--- config.mk ---
export PLATFORM = sky130hd
export DESIGN_NAME = swap_countdown_timer
export DESIGN_NICKNAME = d
export VERILOG_FILES = /design/src/rtl/countdown_pkg.sv /design/src/rtl/tmr_ctrl.sv /design/src/rtl/tmr_datapath.sv /design/src/rtl/swap_countdown_timer.sv
export SDC_FILE = /design/constraint.sdc
export NUM_CORES = 1
export LEC_CHECK = 0
export CAP_MARGIN = 20
export CORE_UTILIZATION = 46
export CTS_CLUSTER_SIZE = 12
export DETAILED_ROUTE_END_ITERATION = 6
export PLACE_DENSITY = 0.77
export SYNTH_ARGS = -nofsm -noshare
export SYNTH_HDL_FRONTEND = slang
export SYNTH_HIERARCHICAL = 1
export SYNTH_SLANG_ARGS = --single-unit
--- constraint.sdc ---
create_clock -name clk -period 3.3 [get_ports clk]
set_input_delay 0.99 -clock clk [delete_from_list [all_inputs] [get_ports clk]]
set_output_delay 0.99 -clock clk [all_outputs]
set_load 0.02 [all_outputs]
--- src/rtl/countdown_pkg.sv ---
package countdown_pkg;

  // Strobes from control to datapath for one cycle
  typedef struct packed {
    logic loadNow;    // replace the count
    logic zeroSrc;    // the replacement is forced to zero
    logic decNow;     // decrement the count
    logic expireNow;  // this decrement reaches zero
  } tmrCtl_t;

endpackage

--- src/rtl/tmr_ctrl.sv ---
module tmr_ctrl
  import countdown_pkg::*;
(
  input  logic    clk,
  input  logic    rstN,
  input  logic    loadEn,
  input  logic    loadFromZero,
  input  logic    cntIsZero,
  input  logic    cntIsOne,
  output tmrCtl_t ctl,
  output logic    irqPulse
);

  logic irqQ;

  always_comb begin
    ctl.loadNow   = loadEn;
    ctl.zeroSrc   = loadEn & loadFromZero;
    ctl.decNow    = ~loadEn & ~cntIsZero;
    ctl.expireNow = ~loadEn & cntIsOne;
  end

  always_ff @(posedge clk) begin
    if (!rstN) irqQ <= 1'b0;
    else       irqQ <= ctl.expireNow;
  end

  assign irqPulse = irqQ;

  AST_IRQ_FROM_EXPIRY: assert property (@(posedge clk) disable iff (!rstN)
    irqPulse |-> ($past(cntIsOne) && !$past(loadEn)));

  AST_IRQ_ONE_CYCLE: assert property (@(posedge clk) disable iff (!rstN)
    irqPulse |=> !irqPulse);

  AST_IDLE_NO_IRQ: assert property (@(posedge clk) disable iff (!rstN)
    (cntIsZero && !loadEn) |=> !irqPulse);

endmodule

--- src/rtl/tmr_datapath.sv ---
module tmr_datapath
  import countdown_pkg::*;
#(
  parameter int WIDTH = 32
) (
  input  logic             clk,
  input  logic             rstN,
  input  tmrCtl_t          ctl,
  input  logic [WIDTH-1:0] loadValue,
  output logic [WIDTH-1:0] count,
  output logic             cntIsZero,
  output logic             cntIsOne
);

  localparam logic [WIDTH-1:0] ZERO = '0;
  localparam logic [WIDTH-1:0] ONE  = {{(WIDTH-1){1'b0}}, 1'b1};

  logic [WIDTH-1:0] countQ;
  logic [WIDTH-1:0] countNext;

  always_comb begin
    countNext = countQ;
    if (ctl.loadNow)     countNext = ctl.zeroSrc ? ZERO : loadValue;
    else if (ctl.decNow) countNext = countQ - ONE;
  end

  always_ff @(posedge clk) begin
    if (!rstN) countQ <= ZERO;
    else       countQ <= countNext;
  end

  assign count     = countQ;
  assign cntIsZero = (countQ == ZERO);
  assign cntIsOne  = (countQ == ONE);

  AST_DEC_BY_ONE: assert property (@(posedge clk) disable iff (!rstN)
    (!ctl.loadNow && countQ != ZERO) |=> countQ == $past(countQ) - ONE);

  AST_ZERO_HOLDS: assert property (@(posedge clk) disable iff (!rstN)
    (!ctl.loadNow && countQ == ZERO) |=> countQ == ZERO);

  AST_LOAD_WINS: assert property (@(posedge clk) disable iff (!rstN)
    (ctl.loadNow && !ctl.zeroSrc) |=> countQ == $past(loadValue));

  AST_ZERO_SRC: assert property (@(posedge clk) disable iff (!rstN)
    (ctl.loadNow && ctl.zeroSrc) |=> countQ == ZERO);

endmodule

--- src/rtl/swap_countdown_timer.sv ---
module swap_countdown_timer
  import countdown_pkg::*;
#(
  parameter int WIDTH = 32
) (
  input  logic             clk,
  input  logic             rstN,
  input  logic             loadEn,
  input  logic             loadFromZero,
  input  logic [WIDTH-1:0] loadValue,
  output logic [WIDTH-1:0] oldCount,
  output logic             irqPulse
);

  tmrCtl_t          ctl;
  logic [WIDTH-1:0] count;
  logic             cntIsZero;
  logic             cntIsOne;

  tmr_ctrl ctrl_i (
    .clk          (clk),
    .rstN         (rstN),
    .loadEn       (loadEn),
    .loadFromZero (loadFromZero),
    .cntIsZero    (cntIsZero),
    .cntIsOne     (cntIsOne),
    .ctl          (ctl),
    .irqPulse     (irqPulse)
  );

  tmr_datapath #(.WIDTH(WIDTH)) dp_i (
    .clk       (clk),
    .rstN      (rstN),
    .ctl       (ctl),
    .loadValue (loadValue),
    .count     (count),
    .cntIsZero (cntIsZero),
    .cntIsOne  (cntIsOne)
  );

  // The swap output: during a load this is the value being replaced
  assign oldCount = count;

endmodule

==> impl_metrics.tcl <==
set metrics [dict create \
    net-switching-power_mw 0.426 \
    postCtsHoldBufs 0 \
    clock_insertion_delay_worst_skew_ps 290 \
    slew_headroom_pct 59.7 \
    cts_resized 0 \
    htree_levels 2 \
    cts_tree "done" \
    worst-endpoint-required_ps 3460 \
    pre_cts_ws_ps 461 \
    synth_instances 276 \
    cell_depth_of_the_worst_hold_path 2 \
    grt.overflow.total 0 \
    dieWidth_um 69.9 \
    min-delay-path-class "register to register" \
    timing.rr.start "dp_i/count[16]$_SDFFE_PN0P_" \
    cts_num_sinks 33 \
    hold_end "dp_i/count[8]$_SDFFE_PN0P_" \
    status "finished clean" \
    critical_path_launch_point_type "input pin" \
    hp-start "dp_i/count[8]$_SDFFE_PN0P_" \
    max_cap_viol_count 0 \
    power.sequential.fraction_pct 39.2 \
    worst_hold_slack_ps 549 \
    final_layout_size_suffix_gt1_share_pct 8.41 \
    pwr-share-clk_pct 25.8 \
    slew_viol_final 0 \
    worst_slew_pin_slew_ps 601 \
    critical_path.slowest_cell "clkdlybuf4s50_1" \
    netlist_area_um2 2120 \
    floorplan.initialDensity_pct 48.4 \
    layout.nets 383 \
    first_global_vias 2327 \
    postLayoutSetupSlackWorst_ps 732 \
    postRouteAntennaNets 0 \
    initial_drc_count 293 \
    timing.critical_path.to_type "register" \
    r2r_setup_slk_ps 770 \
    setup_violations 0 \
    grt_use_total_pct 28.0 \
    timing_worst_setup_path_type "input pin to register" \
    detail_route.drc_violations 0 \
    report.final.hold_viol_count 0 \
    timing.critical_path.max_delay_family "simple AND/OR/NAND/NOR gates" \
    skew_ps 4.28 \
    worst_flop_to_flop_path_endpoint "dp_i/count[5]$_SDFFE_PN0P_" \
    grt_pass1_wl_um 11000 \
    floorplan.die.height_um 69.9 \
    postRouteWirelength_um 6580 \
    cts-root-to-sink-buffers 2 \
    power.density_nw_per_um2 409 \
    fillCellCount 414 \
    dieArea_um2 4890 \
    timing.reg2reg.worst_path_depth 9 \
    worst-endpoint-arrival_ps 2730 \
    vias_per_cell 5.97 \
    placementRows 24 \
    synth.net_count 314 \
    rsz0062_at_grt "no" \
    critical_path.n_buffers_inverters 2 \
    place.gp.congestion 0.898 \
    number_of_antenna_violations_at_the_first_check_in_global_routing 0 \
    io_pins 69 \
    cpPeakStageDelay_ps 520 \
    swShare_pct 35.0 \
    power_leakage_nw 1.06 \
    power.total_mw 1.21 \
    first_pass_iters 4 \
    placement.io_buffers 68 \
    grt_start_max_net_pins 22 \
    clockRootBuffer "clkbuf_8" \
    dp_hpwl_um 4770 \
    finalCoreUtilization_pct 67.7 \
    power.ir.vdd_worst_v 0.000239 \
    cts-buffers-inserted 5 \
    fin_setup_tns_ps 0 \
    min_period_over_period_pct 77.8 \
    synthesis.area_per_instance_um2 7.69 \
    flow.area_growth_from_synthesis_pct 39.8 \
    wl_per_cell_um 16.6 \
    yosys_warnings 6 \
    post-cts-setup-buffers 0 \
    routed-via-count 2372 \
    placeable_area_um2 4380 \
    clk_pin_slew_worst_paths_ps 70 \
    combinationalPowerShare_pct 34.9 \
    diodes 0 \
    power_report.internal_total_mw 0.789 \
    fmax_ghz 0.389 \
    cp_cell_sequence "clkdlybuf4s50_1 -> and2_2 -> nor2b_1 -> buf_4 -> and2_1 -> a32oi_1 -> nand2_1" \
    worstPathMaxFanout 18 \
    finalWorstPathRequiredPeriod_ps 2570 \
]
per-layer routing:
layer | part of all wire [%] | GRT usage [%] | routed length (um) | up-vias
met5 | 0 | 0 | 0 | -
met4 | 2.1 | 10.2 | 137 | 0
met3 | 7.8 | 6.06 | 514 | 15
met2 | 47 | 45.9 | 3080 | 121
li1 | - | - | - | 1148
met1 | 43 | 36.2 | 2860 | 1088
placed cells by master (no fill, tap or decap), types with 4 or more instances in the layout:
| master | instances |
|---|---|
| clkdlybuf4s50_1 | 68 |
| nand2_1 | 36 |
| dfxtp_1 | 33 |
| o21ai_0 | 24 |
| a21oi_1 | 22 |
| nor2_1 | 16 |
| inv_1 | 11 |
| buf_4 | 11 |
| o311ai_0 | 9 |
| xnor2_1 | 9 |
| nor2b_1 | 8 |
| clkbuf_8 | 6 |
| nor3_1 | 6 |
| nand4_1 | 6 |
| nand3_1 | 6 |
| nor4_1 | 6 |
| and2_1 | 6 |
| xor2_1 | 5 |
| nor4_2 | 4 |
| a22oi_1 | 4 |
layout make-up:
cell class                      count  area [um^2]  share of cell area, %
Multi-Input combinational cell    215         1350                   45.6
Sequential cell                    33          661                   22.3
Timing Repair Buffer               79          763                   25.7
Clock buffer                        7         86.3                   2.91
Tap cell                           52         65.1                   2.19
Inverter                           11         41.3                   1.39
worst register-to-register path, cell delays in order (launching register included):
cell and delay, ps:
dfxtp_1 370, nor4_2 520, nand2_2 240, nor4_1 320, nor2_1 90, nor3b_1 150, and2_0 300, xnor2_1 190
o21ai_0 80, and2_1 150
registers in the layout (all words and copies together), names as in the netlist:
name             flops
dp_i/count          32
ctrl_i/irqPulse      1
per-stage QoR:
step | area [um^2] | instances
after floorplan | 2120 | 276
after global placement | 2880 | 390
after detailed placement | 2880 | 390
after CTS | 2970 | 397
after global routing | 2970 | 397
final | 2970 | 397
power by group through the flow:
| stage | combinational [mW] | sequential, mW | clock, mW |
|---|---|---|---|
| global route | 0.459 | 0.482 | 0.333 |
| detailed placement | 0.420 | 0.484 | 0 |
| floorplan | 0.215 | 0.512 | 0 |
| CTS | 0.421 | 0.475 | 0.318 |
| finish | 0.424 | 0.476 | 0.314 |
| global placement | 0.415 | 0.484 | 0 |
worst max path at each step:
stage / to / slack, ps / depth (start not counted) / startpoint
6_report: dp_i/count[19]$_SDFFE_PN0P_ / 730 / 7 / loadEn
5_1_grt: dp_i/count[5]$_SDFFE_PN0P_ / 570 / 9 / dp_i/count[20]$_SDFFE_PN0P_
4_1_cts: dp_i/count[13]$_SDFFE_PN0P_ / 750 / 9 / dp_i/count[16]$_SDFFE_PN0P_
3_5_place_dp: dp_i/count[9]$_SDFFE_PN0P_ / 460 / 7 / loadEn
3_3_place_gp: dp_i/count[9]$_SDFFE_PN0P_ / 510 / 7 / loadEn
2_1_floorplan: dp_i/count[9]$_SDFFE_PN0P_ / 840 / 11 / dp_i/count[5]$_SDFFE_PN0P_
Power figures use the tool's default switching activity.
